--- config.mk ---
export PLATFORM = sky130hd
export DESIGN_NAME = phase_unwrap
export DESIGN_NICKNAME = d
export VERILOG_FILES = /design/src/rtl/unwrap_pkg.sv /design/src/rtl/wrap_detect.sv /design/src/rtl/offset_accum.sv /design/src/rtl/phase_unwrap.sv
export SDC_FILE = /design/constraint.sdc
export NUM_CORES = 1
export LEC_CHECK = 0
export BUFFER_PORTS_ARGS = -buffer_cell sky130_fd_sc_hd__buf_2
export CAP_MARGIN = 5
export CORE_MARGIN = 3
export CORE_UTILIZATION = 55
export DETAILED_ROUTE_END_ITERATION = 12
export GPL_TIMING_DRIVEN = 0
export PLACE_DENSITY = 0.77
export SLEW_MARGIN = 20
export SYNTH_ARGS = -nofsm -noshare
export SYNTH_HDL_FRONTEND = slang
export SYNTH_HIERARCHICAL = 1
export SYNTH_SLANG_ARGS = --single-unit
--- constraint.sdc ---
create_clock -name clk -period 8.1 [get_ports clk]
set_input_delay 1.215 -clock clk [delete_from_list [all_inputs] [get_ports clk]]
set_output_delay 1.215 -clock clk [all_outputs]
set_load 0.005 [all_outputs]
--- src/rtl/unwrap_pkg.sv ---
package unwrap_pkg;
  // direction of the period correction decided for one sample
  typedef enum logic [1:0] {
    STEP_NONE = 2'd0,
    STEP_UP   = 2'd1,
    STEP_DN   = 2'd2
  } step_e;
endpackage

--- src/rtl/wrap_detect.sv ---
module wrap_detect
  import unwrap_pkg::*;
#(
  parameter int PHASE_W = 16,
  parameter int PERIOD  = 10000
) (
  input  logic [PHASE_W-1:0] cur_phase,
  input  logic [PHASE_W-1:0] last_phase,
  input  logic               have_last,
  output step_e              step
);
  localparam int DW = PHASE_W + 1;
  localparam logic signed [DW-1:0] HALF_S = DW'(PERIOD / 2);

  logic signed [DW-1:0] delta;

  always_comb begin
    delta = signed'({1'b0, cur_phase}) - signed'({1'b0, last_phase});
    step  = STEP_NONE;
    if (have_last) begin
      if (delta < -HALF_S)     step = STEP_UP;  // fell across the top: one period forward
      else if (delta > HALF_S) step = STEP_DN;  // rose across zero: one period back
    end
  end
endmodule

--- src/rtl/offset_accum.sv ---
module offset_accum
  import unwrap_pkg::*;
#(
  parameter int WRAP_BITS = 20,
  localparam int CW = WRAP_BITS + 1
) (
  input  logic                 clk,
  input  logic                 rst_n,
  input  logic                 step_en,
  input  step_e                step,
  output logic signed [CW-1:0] cnt_next,
  output logic                 sat_pos,
  output logic                 sat_neg
);
  localparam logic signed [CW-1:0] CNT_MAX = {1'b0, {WRAP_BITS{1'b1}}};
  localparam logic signed [CW-1:0] CNT_MIN = {1'b1, {WRAP_BITS{1'b0}}};
  localparam logic signed [CW-1:0] ONE     = CW'(1);

  logic signed [CW-1:0] cnt_q;
  logic hit_hi, hit_lo;

  always_comb begin
    cnt_next = cnt_q;
    hit_hi   = 1'b0;
    hit_lo   = 1'b0;
    if (step_en) begin
      unique case (step)
        STEP_UP: if (cnt_q == CNT_MAX) hit_hi = 1'b1; else cnt_next = cnt_q + ONE;
        STEP_DN: if (cnt_q == CNT_MIN) hit_lo = 1'b1; else cnt_next = cnt_q - ONE;
        default: cnt_next = cnt_q;
      endcase
    end
  end

  always_ff @(posedge clk) begin
    if (!rst_n) begin
      cnt_q   <= '0;
      sat_pos <= 1'b0;
      sat_neg <= 1'b0;
    end else if (step_en) begin
      cnt_q <= cnt_next;
      if (hit_hi) sat_pos <= 1'b1;
      if (hit_lo) sat_neg <= 1'b1;
    end
  end
endmodule

--- src/rtl/phase_unwrap.sv ---
module phase_unwrap
  import unwrap_pkg::*;
#(
  parameter int PHASE_W   = 16,
  parameter int PERIOD    = 10000,
  parameter int WRAP_BITS = 20,
  localparam int OUT_W    = PHASE_W + WRAP_BITS + 2
) (
  input  logic                    clk,
  input  logic                    rst_n,
  input  logic                    in_valid,
  output logic                    in_ready,
  input  logic [PHASE_W-1:0]      in_phase,
  output logic                    out_valid,
  input  logic                    out_ready,
  output logic signed [OUT_W-1:0] out_time,
  output logic                    sat_pos,
  output logic                    sat_neg
);
  localparam int CW = WRAP_BITS + 1;
  localparam logic signed [OUT_W-1:0] PERIOD_S = OUT_W'(PERIOD);

  // whole pipeline advances together; stalls only when the output is held
  logic adv;
  assign adv      = !out_valid || out_ready;
  assign in_ready = adv;

  // stage 1: wrap detection against the previously accepted sample
  logic [PHASE_W-1:0] last_q;
  logic               have_last_q;
  step_e              step_d;
  logic               s1_valid;
  logic [PHASE_W-1:0] s1_phase;
  step_e              s1_step;

  wrap_detect #(.PHASE_W(PHASE_W), .PERIOD(PERIOD)) u_detect (
    .cur_phase (in_phase),
    .last_phase(last_q),
    .have_last (have_last_q),
    .step      (step_d)
  );

  always_ff @(posedge clk) begin
    if (!rst_n) begin
      last_q      <= '0;
      have_last_q <= 1'b0;
      s1_valid    <= 1'b0;
      s1_phase    <= '0;
      s1_step     <= STEP_NONE;
    end else if (adv) begin
      s1_valid <= in_valid;
      if (in_valid) begin
        s1_phase    <= in_phase;
        s1_step     <= step_d;
        last_q      <= in_phase;
        have_last_q <= 1'b1;
      end
    end
  end

  // stage 2: period count update and reconstruction
  logic signed [CW-1:0]    cnt_next;
  logic signed [OUT_W-1:0] cnt_ext, shift, raw_ext;

  offset_accum #(.WRAP_BITS(WRAP_BITS)) u_accum (
    .clk     (clk),
    .rst_n   (rst_n),
    .step_en (adv && s1_valid),
    .step    (s1_step),
    .cnt_next(cnt_next),
    .sat_pos (sat_pos),
    .sat_neg (sat_neg)
  );

  always_comb begin
    cnt_ext = OUT_W'(cnt_next);
    shift   = cnt_ext * PERIOD_S;
    raw_ext = signed'({{(OUT_W-PHASE_W){1'b0}}, s1_phase});
  end

  always_ff @(posedge clk) begin
    if (!rst_n) begin
      out_valid <= 1'b0;
      out_time  <= '0;
    end else if (adv) begin
      out_valid <= s1_valid;
      if (s1_valid) out_time <= raw_ext + shift;
    end
  end
endmodule

==> run metrics, run 1 <==
Total GRT Usage=0.2756; dpl ws=-1.534 ns; WS Path Type=in2reg; Max stage delay on crit path=0.59 ns; die area=0.02109 sq mm; CP max stage cell=or4_4; R2R cell count=25; f_max=0.1261 GHz; CP max FO=6; status=finished, final reports clean; Max Cap Violations=0; number of buffers added on ports=61; fin. max-slew vios=0; Arr. time, crit path=8.18 ns; Peak VDD IR=0.1427 mV; synthesized cell area=0.01066 sq mm; CTS tree=done; Skew-Pair Late Insertion Delay=0.35 ns; Post-Route Setup TNS=0 ns; WP data required=8.35 ns; Filler Cell Count=1553; # rows=50; synth warn=6; number of flops mapped to enable cells by yosys=0; Final Cell Area=0.01285 sq mm; Clock Skews=0.009458 ns; Hold Crit Class=reg2reg; final std cells w/o fill=1718; register area share after synthesis=0.1521; Final min period=7.929 ns; Die Y=145.2 um; GP Congestion=0.9824; P_leak=6.040 nW; worst hold slack=0.4536 ns; Core Footprint=0.01889 sq mm; first-pass GRT wire length=48680 um; Worst slew margin=0.3165; Detail Route Antenna Nets=0; layout cell share with drive strength beyond 1=0.2085; CTS Root Cell=clkbuf_16; Mapped Cells=1315; starting density of the core=0.5643; CP most frequent cell=buf_6; Die Span X=145.2 um; drt total wl=30730 um; hold_buf cts=0; Overflow after GRT=0; worst slew pin tran=1.017 ns; Mapped Avg Cell Area=8.108 sq um; worst hold stages=2; top_reg_cell synth=dfxtp_1; register area=0.001622 sq mm; largest net degree at the start of global routing=17; diode count=0; placed inst area=0.01136 sq mm; commonest non-fill, non-tap cell in the layout=inv_1; Hold Crit Endpoint=out_time[2]$_SDFFE_PN0P_; fin crit share=0.9789; most frequent cells in the layout=inv_1, nand2_1, ha_1, dfxtp_1, a21oi_1; Final Setup Violations=0; Vias=10.44k; ys async rst share=0; CTS H-tree lvls=3; Ports=62; clock tree buffer depth=2; residual DRC count=0; min-delay src=out_time[2]$_SDFFE_PN0P_; crit path launch type=input port; nets=1677; post-route setup slack=0.1710 ns; cell count after placement=1637; Yosys cell types=108; Hold Fails Final Rpt=0; Critical Path End Type=flip-flop; Post-Route Utilization=0.6800; drt wl/cell=17.89 um; syn_nets=1539; DR vias/cell=6.079; First-pass DRT Iterations=6; post-detail-place hpwl=22540 um; initial antenna violation count=0; number of CTS-inserted buffers=9; initial drt markers=943; FF-to-FF End=out_time[36]$_SDFFE_PN0P_; Critical R2R Launch=u_accum/cnt_q[2]$_SDFFE_PN0P_; r2r setup slk=0.23 ns; Worst-path clk slew=0.07 ns; Power Density=89.44 mW/mm^2; Tot Pwr=1.149 mW; vias in the first global route=9814; multi-input combinational cell area=0.008643 sq mm; #FFs+latches synth=81; synth-to-layout area growth=20.50%; CTS sink count=81
-- cells in the mapped netlist (5+ instances only) --
cell | instances | share of area
a31oi_1 | 18 | 0.011
a21o_1 | 24 | 0.017
nor3_1 | 29 | 0.014
xor2_1 | 14 | 0.012
buf_2 | 10 | 0.0047
clkbuf_8 | 7 | 0.0090
o22ai_1 | 5 | 0.0029
nand3_1 | 47 | 0.022
ha_1 | 142 | 0.17
o31a_1 | 7 | 0.0058
a21oi_1 | 82 | 0.038
nand2b_1 | 5 | 0.0029
or3_1 | 14 | 0.0082
nor2_1 | 73 | 0.026
o21a_1 | 12 | 0.0085
clkbuf_1 | 26 | 0.0092
nand4_1 | 19 | 0.011
mux2i_1 | 6 | 0.0056
xnor2_1 | 33 | 0.027
nor4_1 | 18 | 0.011
dfxtp_1 | 81 | 0.15
buf_4 | 6 | 0.0042
and4_1 | 6 | 0.0049
nor3b_1 | 6 | 0.0042
and3_1 | 13 | 0.0076
a221oi_1 | 5 | 0.0041
nand3b_1 | 6 | 0.0042
nor2b_1 | 6 | 0.0035
and2_1 | 12 | 0.0070
or2_2 | 5 | 0.0029
o21bai_1 | 7 | 0.0049
o21ai_0 | 33 | 0.015
o31ai_1 | 5 | 0.0035
o211ai_1 | 12 | 0.0085
inv_1 | 164 | 0.058
fa_1 | 62 | 0.12
nand2_1 | 141 | 0.050
a211oi_1 | 27 | 0.019
buf_6 | 7 | 0.0074
a311oi_1 | 9 | 0.0074
-- critical path, delay by kind of cell --
kind | cells | cell delay [ns]
buffers and inverters | 10 | 1.00
AND/OR/NAND/NOR | 9 | 2.52
adder cells (fa/ha/maj) | 5 | 2.01
AO/OA/AOI/OAI | 6 | 1.15
multiplexers | 1 | 0.27
-- flip-flops by register name, summed over array words and instances, names as in the netlist --
| name | flops |
|---|---|
| s1_phase | 16 |
| have_last_q | 1 |
| s1_valid | 1 |
| u_accum/sat_pos | 1 |
| u_accum/sat_neg | 1 |
| u_accum/cnt_q | 21 |
| out_time | 37 |
| out_valid | 1 |
| s1_step | 2 |
-- power by group --
| group | internal [mW] | total, mW | switching (mW) |
|---|---|---|---|
| Combinational | 0.0879 | 0.218 | 0.130 |
| Sequential | 0.412 | 0.421 | 0.00957 |
| Clock | 0.309 | 0.510 | 0.201 |
-- worst max path at each step --
stage	from	end	slack, ns
CTS	out_ready	out_time[34]$_SDFFE_PN0P_	0.001
finish	out_ready	out_time[36]$_SDFFE_PN0P_	0.17
global route	out_ready	out_time[36]$_SDFFE_PN0P_	-0.02
global placement	out_ready	out_time[36]$_SDFFE_PN0P_	-1.58
floorplan	out_ready	out_time[36]$_SDFFE_PN0P_	0.02
detailed placement	out_ready	out_time[36]$_SDFFE_PN0P_	-1.53
-- cell type report --
class                   instances  area share
clock inverters                 7     0.01013
repair buffers                132     0.06963
clock buffers                   9     0.01753
well taps                     260     0.02532
multi-input cells            1011      0.6728
inverters                     165     0.04840
flip-flops and latches         81      0.1262
plain buffers                  53     0.03000
-- metal layers --
| metal | GRT usage | part of all wire | wire, um |
|---|---|---|---|
| met1 | 0.3846 | 0.44 | 13530 |
| met2 | 0.4380 | 0.46 | 14090 |
| met3 | 0.03560 | 0.067 | 2068 |
| met4 | 0.1016 | 0.034 | 1031 |
| met5 | 0 | 0 | 0 |
-- kinds of logic after synthesis --
logic type,synth area share
AO/OA/AOI/OAI,0.2095
XOR/XNOR,0.03861
adder cells (fa/ha/maj),0.2831
buffers and inverters,0.09412
flip-flops,0.1521
multiplexers,0.005633
AND/OR/NAND/NOR,0.2170
-- timing repair --
| action | CTS | global route |
|---|---|---|
| buffers inserted | 32 | 38 |
| hold endpoints to repair | 0 | 0 |
| setup endpoints to repair | 21 | 18 |
| gates resized for setup | 53 | 63 |
| pin swaps | 21 | 43 |
(Power assumes the default switching activity.)
==> run 2: changes to the inputs <==
--- a/config.mk
+++ b/config.mk
@@ -15,5 +15,4 @@
 export SLEW_MARGIN = 20
 export SYNTH_ARGS = -nofsm -noshare
 export SYNTH_HDL_FRONTEND = slang
-export SYNTH_HIERARCHICAL = 1
 export SYNTH_SLANG_ARGS = --single-unit
==> run 2 against run 1 <==
  * Register-to-register slack is essentially flat
  * Via count shrank 10%
  * Non-clock buffer count shrank 57
  * Routed wire length shrank 12%
  * Hold slack gained 0.0036 ns
  * Die area shrank 7.0%
  * Clock power shrank 21%
  * Fmax grew 0.86%
==> run metrics, run 2 <==
diode count=0 (unchanged); #FFs+latches synth=81 (unchanged); Final Cell Area=0.01134 sq mm (-12%); layout cell share with drive strength beyond 1=0.1582 (-0.05033); Post-Route Utilization=0.6491 (-0.03095); max reg flops=37 (unchanged); Die Y=140.1 um (-3.5%); Die Span X=140.1 um (-3.5%); worst hold stages=2 (unchanged); Final Setup Violations=0 (unchanged); Hold Crit Endpoint=out_time[11]$_SDFFE_PN0P_; Tot Pwr=1.023 mW (-11%); largest net degree at the start of global routing=17 (unchanged); Worst-path clk slew=0.07 ns (about the same); register area share after synthesis=0.1640 (+0.01187); post-route setup slack=0.2383 ns (+0.06729 ns); number of CTS-inserted buffers=9 (unchanged); min-delay src=out_time[11]$_SDFFE_PN0P_; R2R cell count=28 (+12%); syn_nets=1463 (-4.9%); Skew-Pair Late Insertion Delay=0.36 ns (about the same); top_reg_cell synth=dfxtp_1; Detail Route Antenna Nets=0 (unchanged); post-synth top area cell=ha_1; hold_buf cts=0 (unchanged); initial drt markers=746 (-21%); Hold Crit Class=reg2reg; crit path launch type=flip-flop; CP delay by family, top=simple AND/OR/NAND/NOR gates; First-pass DRT Iterations=8 (+2); synth-to-layout area growth=14.70%; Max stage delay on crit path=0.58 ns (about the same); clock tree buffer depth=2 (unchanged); synth top area cells=ha_1, dfxtp_1, fa_1; Overflow after GRT=0 (unchanged); Worst slew margin=0.4191 (+0.1026); drt wl/cell=17.38 um (-2.8%); CTS tree=done; Max Cap Violations=0 (unchanged); commonest non-fill, non-tap cell in the layout=inv_1; Mapped Cells=1242 (-5.6%); synthesized cell area=0.009889 sq mm (-7.2%); Clock Skews=0.01202 ns (+0.002561 ns); dpl ws=-0.8470 ns (+0.6868 ns); starting density of the core=0.5659 (+0.001560); Final min period=7.862 ns (-0.06729 ns); CTS sink count=81 (unchanged); number of buffers added on ports=61 (unchanged); r2r setup slk=0.24 ns (about the same); Mapped Avg Cell Area=7.963 sq um (-1.8%); Critical R2R Launch=u_accum.cnt_q[4]$_SDFFE_PN0P_; RSZ-0062 raised after global routing=true; Filler Cell Count=1479 (-4.8%); Power Density=90.17 mW/mm^2 (+0.82%); initial antenna violation count=0 (unchanged); vias in the first global route=8973 (-8.6%); FF-to-FF End=out_time[33]$_SDFFE_PN0P_; drt total wl=27100 um (-12%); fin crit share=0.9706 (-0.008308); largest reg by FF count=out_time; residual DRC count=0 (unchanged); most frequent cells in the layout=inv_1, ha_1, nand2_1, a21oi_1, nor2_1; Largest regs=out_time: 37 flops, u_accum.cnt_q: 21 flops, s1_phase: 16 flops; worst slew pin tran=0.8578 ns (-0.1597 ns); WP depth=28 (-9.7%); DR vias/cell=6.005 (-1.2%); placed inst area=0.01049 sq mm (-7.7%); die area=0.01963 sq mm (-7.0%); Yosys top cell area share=0.1759 (+0.009213); WP data required=8.40 ns (+0.05 ns); Arr. time, crit path=8.16 ns (-0.02 ns); post-detail-place hpwl=20410 um (-9.5%); ys async rst share=0 (unchanged); Total GRT Usage=0.2664 (-0.009207); CP max stage cell=or4_4; GP Congestion=0.9456 (-3.7%); nets=1550 (-7.6%); status=finished, final reports clean; # rows=48 (-4.0%); P_leak=5.364 nW (-11%); f_max=0.1272 GHz (+0.86%); Ports=62 (unchanged); first-pass GRT wire length=43390 um (-11%); Vias=9362 (-10%); Buf/Inv on CP=5 (-5); fin. max-slew vios=0 (unchanged); Peak VDD IR=0.1454 mV (+1.9%); most numerous cell in the Yosys netlist=inv_1; CTS Root Cell=clkbuf_16; most frequent cells after synthesis=inv_1, ha_1, nand2_1; Yosys cell types=89 (-18%); Hold Fails Final Rpt=0 (unchanged); number of flops mapped to enable cells by yosys=0 (unchanged); CTS H-tree lvls=3 (unchanged); CP max FO=9 (+3); Core Footprint=0.01748 sq mm (-7.5%); synth warn=0 (-6); Critical Path End Type=flip-flop; WS Path Type=reg2reg
run 2: power breakdown:
part,switching (mW),internal [mW]
combinational,0.124,0.0764
sequential,0.0101,0.411
clock,0.188,0.214
total,0.322,0.701
run 2: worst max-delay path by stage:
stage / from / endpoint
global route: u_accum.cnt_q[10]$_SDFFE_PN0P_ / out_time[33]$_SDFFE_PN0P_
detailed placement: out_ready / out_time[35]$_SDFFE_PN0P_
CTS: u_accum.cnt_q[6]$_SDFFE_PN0P_ / out_time[35]$_SDFFE_PN0P_
floorplan: u_accum.cnt_q[12]$_SDFFE_PN0P_ / out_time[35]$_SDFFE_PN0P_
global placement: out_ready / out_time[35]$_SDFFE_PN0P_
finish: u_accum.cnt_q[4]$_SDFFE_PN0P_ / out_time[33]$_SDFFE_PN0P_
run 2: worst register-to-register path, delay by kind of cell (launching register included):
| family | cells | cell delay (ns) |
|---|---|---|
| AOI/OAI and AO/OA | 7 | 1.40 |
| DFF | 1 | 0.39 |
| and+or+nand+nor | 10 | 2.99 |
| buffers and inverters | 5 | 0.54 |
| adders and majority gates | 6 | 2.50 |
run 2: cell families after synthesis:
family / share of synthesized area
AND/OR/NAND/NOR: 0.1926
AO/OA/AOI/OAI: 0.2039
buffers and inverters: 0.08755
adder cells (fa/ha/maj): 0.3014
flip-flops: 0.1640
XOR/XNOR: 0.04605
multiplexers: 0.004554
run 2: through the flow:
step,cells,setup TNS [ns],hold slack [ns]
finish,1559,0,0.4571
global route,1559,-0.2913,0.4741
CTS,1546,0,0.4593
detailed placement,1528,-9.660,0.4435
global placement,1528,-9.611,0.4379
floorplan,1242,0,0.4451
run 2: layout make-up:
| cell class | count | area, sq um | share of cell area |
|---|---|---|---|
| timing repair buffer | 89 | 515.5 | 0.04544 |
| clock inverter | 7 | 60.06 | 0.005294 |
| sequential | 81 | 1640 | 0.1446 |
| multi-input combinational | 937 | 7795 | 0.6872 |
| tap | 225 | 281.5 | 0.02482 |
| buffer | 39 | 176.4 | 0.01555 |
| clock buffer | 9 | 225.2 | 0.01985 |
| inverter | 172 | 649.4 | 0.05725 |
run 2: per-layer routing:
layer	share of wire	routed length (um)	vias up	GRT usage
li1	-	-	4499	-
met1	0.45	12070	4487	0.3593
met2	0.47	12710	316	0.4348
met3	0.060	1630	60	0.05463
met4	0.025	685	0	0.07649
met5	0	0	-	0
run 2: repair_timing:
| action | in CTS | in global routing |
|---|---|---|
| gates resized for setup | 40 | 62 |
| cloned | 0 | 0 |
| pin swaps | 7 | 24 |
| setup buffers | 9 | 19 |
| endpoints found under the setup margin | 18 | 19 |
==> run 3: changes to the inputs <==
--- a/config.mk
+++ b/config.mk
@@ -5,6 +5,7 @@
 export SDC_FILE = /design/constraint.sdc
 export NUM_CORES = 1
 export LEC_CHECK = 0
+export ABC_AREA = 1
 export BUFFER_PORTS_ARGS = -buffer_cell sky130_fd_sc_hd__buf_2
 export CAP_MARGIN = 5
 export CORE_MARGIN = 3
==> run 3 against run 2 <==
  * Sequential share of layout area fell by 1.0 points
  * Synthesized cell count rose by 37%
  * Sequential power rose by 4.8%
  * Routed wire length rose by 8.4%
  * Clock skew rose by 0.0018 ns
  * Fmax rose by 2.8%
  * Utilization fell by 3.4 points
  * Critical path type is now in2reg
  * Highest routed layer unchanged
==> run metrics, run 3 <==
Critical Path End Type=flip-flop; DR vias/cell=5.275 (-12%); WP data required=8.35 ns (-0.05 ns); combinational group share of total power=0.398 (+0.202); Clock power frac=0.320 (-0.072); Peak VDD IR=0.1073 mV (-26%); drt wl/cell=14.38 um (-17%); Largest regs=out_time: 37 flops, u_accum.cnt_q: 21 flops, s1_phase: 16 flops; Power Density=129.6 mW/mm^2 (+44%); Die Span X=147.8 um (+5.5%); Final Setup Violations=0 (unchanged); synthesized cell area=0.01106 sq mm (+12%); synth warn=0 (unchanged); clock tree buffer depth=2 (unchanged); CTS sink count=81 (unchanged); vias in the first global route=10.19k (+14%); Mapped Cells=1701 (+37%); number of CTS-inserted buffers=9 (unchanged); number of buffers added on ports=61 (unchanged); post-detail-place hpwl=24380 um (+19%); first-pass GRT wire length=49050 um (+13%); Max stage delay on crit path=0.56 ns (-0.02 ns); sequential share of power=0.282 (-0.130); P_leak=6.937 nW (+29%); largest reg by FF count=out_time; Hold Fails Final Rpt=0 (unchanged); Mapped Avg Cell Area=6.499 sq um (-18%); top_reg_cell synth=dfxtp_1; WS Path Type=in2reg; drt total wl=29380 um (+8.4%); Clock Skews=0.01382 ns (+0.001799 ns); Arr. time, crit path=7.90 ns (-0.26 ns); synth-to-layout area growth=9.009%; First-pass DRT Iterations=5 (-3); synth top area cells=ha_1, dfxtp_1, nand2_1; register area share after synthesis=0.1467 (-0.01729); most numerous cell in the Yosys netlist=nand2_1; Skew-Pair Late Insertion Delay=0.35 ns (about the same); RSZ-0062 raised after global routing=false; initial drt markers=736 (-1.3%); Post-CTS Setup Inserts=0 (-9); largest net degree at the start of global routing=17 (unchanged); Filler Cell Count=1867 (+26%); Max Cap Violations=0 (unchanged); CTS H-tree lvls=3 (unchanged); Worst slew margin=0.3987 (-0.02038); status=finished, final reports clean; fin. max-slew vios=0 (unchanged); Net Switching=0.6106 mW (+90%); Core Footprint=0.01959 sq mm (+12%); commonest non-fill, non-tap cell in the layout=nand2_1; Final min period=7.647 ns (-0.2144 ns); CP max FO=10 (+1); most frequent cells after synthesis=nand2_1, inv_1, nor2_1; CP most frequent cell=inv_1; ys async rst share=0 (unchanged); layout cell share with drive strength beyond 1=0.09786 (-0.06031); Ports=62 (unchanged); Overflow after GRT=0 (unchanged); f_max=0.1308 GHz (+2.8%); Post-Route Utilization=0.6152 (-0.03387); post-synth top area cell=ha_1; hold_buf cts=0 (unchanged); Detail Route Antenna Nets=0 (unchanged); crit path launch type=input port; # rows=51 (+6.3%); CP max stage cell=fa_1; CTS tree=done; nets=1994 (+29%); Int Pwr=0.9512 mW (+36%); Tot Pwr=1.562 mW (+53%); initial antenna violation count=0 (unchanged); multi-input combinational cell area=0.007943 sq mm (+1.9%); die area=0.02184 sq mm (+11%); Hold Crit Class=reg2reg; Worst-path clk slew=0.07 ns (about the same); Post-Route Setup TNS=0 ns (unchanged); starting density of the core=0.5643 (-0.001517); most frequent cells in the layout=nand2_1, inv_1, nor2_1, ha_1, nand3_1; Vias=10.78k (+15%); residual DRC count=0 (unchanged); Yosys cell types=48 (-46%); Switching Share=0.3910 (+0.07646); diode count=0 (unchanged); fin crit share=0.9441 (-0.02647); Yosys top cell area share=0.1573 (-0.01855); number of flops mapped to enable cells by yosys=0 (unchanged); syn_nets=1922 (+31%); worst slew pin tran=0.9019 ns (+0.04412 ns); GP Congestion=0.9525 (+0.73%); #FFs+latches synth=81 (unchanged); Die Y=147.8 um (+5.5%); Total GRT Usage=0.2729 (+0.006484); CTS Root Cell=clkbuf_16; register area=0.001622 sq mm (-1.1%); Post-CTS Resized=0 (-100%); max reg flops=37 (unchanged)
-- run 3: changes by cell type after synthesis, sizes merged, moves of 14 or more --
| cell | delta |
|---|---|
| a211oi | -17 |
| a21oi | -16 |
| and2 | -17 |
| and3 | -14 |
| clkbuf | -23 |
| inv | +191 |
| nand2 | +300 |
| nand3 | +69 |
| nand4 | +17 |
| nor2 | +98 |
| o21ai | +33 |
| xnor2 | -26 |
-- run 3: cells by family after synthesis --
family	after synthesis	share of synthesized area
AOI/OAI and AO/OA	209	0.1037
xor gates and xnor gates	39	0.03090
adders and majority gates	201	0.2696
buffers and inverters	395	0.1351
DFF	81	0.1467
and+or+nand+nor	776	0.3141
-- run 3: final timing paths --
check	from	endpoint	slack, ns	cells after the start
setup / recovery	out_ready	out_time[32]$_SDFFE_PN0P_	0.45	38
hold / removal	u_accum.sat_neg$_SDFFE_PN0P_	u_accum.sat_neg$_SDFFE_PN0P_	0.49	2
setup reg to reg	u_accum.cnt_q[0]$_SDFFE_PN0P_	out_time[32]$_SDFFE_PN0P_	0.53	34
hold reg to reg	u_accum.sat_neg$_SDFFE_PN0P_	u_accum.sat_neg$_SDFFE_PN0P_	0.49	2
-- run 3: stage by stage --
step	area (sq um)	instances	worst slack [ns]	hold slack [ns]
after global placement	11690	2027	0.03871	0.4501
after floorplan	11060	1701	1.106	0.4407
after global routing	12050	2043	0.005616	0.5129
after CTS	12050	2043	0.2872	0.4862
final	12050	2043	0.4527	0.4871
after detailed placement	11690	2027	-0.01948	0.4681
-- run 3: layer usage --
metal | GRT usage | vias to the layer above | routed length, um
li1 | - | 5487 | -
met1 | 0.3845 | 4969 | 13660
met2 | 0.4545 | 293 | 13710
met3 | 0.02820 | 28 | 1586
met4 | 0.06244 | 0 | 419
met5 | 0 | - | 0
-- run 3: final cells by class --
cell class | instances | share of cell area
Multi-Input combinational cell | 1225 | 0.6591
Sequential cell | 81 | 0.1346
Tap cell | 265 | 0.02751
Clock buffer | 9 | 0.01869
Buffer | 30 | 0.01038
Inverter | 365 | 0.1137
Timing Repair Buffer | 61 | 0.02533
Clock inverter | 7 | 0.01080
-- run 3: worst max-delay path: cells and delay by family --
family	cells	cell delay (ns)
simple gates	15	1.82
xor+xnor	1	0.17
buf+inv	11	1.30
compound gates	4	0.49
fa+ha+maj	7	2.91
-- run 3: power groups by stage --
| stage | Clock (mW) | Combinational (mW) | Sequential [mW] |
|---|---|---|---|
| 2_1_floorplan | 0 | 0.460 | 0.446 |
| 3_3_place_gp | 0 | 0.596 | 0.448 |
| 3_5_place_dp | 0 | 0.610 | 0.449 |
| 4_1_cts | 0.505 | 0.620 | 0.440 |
| 5_1_grt | 0.520 | 0.712 | 0.443 |
| 6_report | 0.499 | 0.622 | 0.441 |
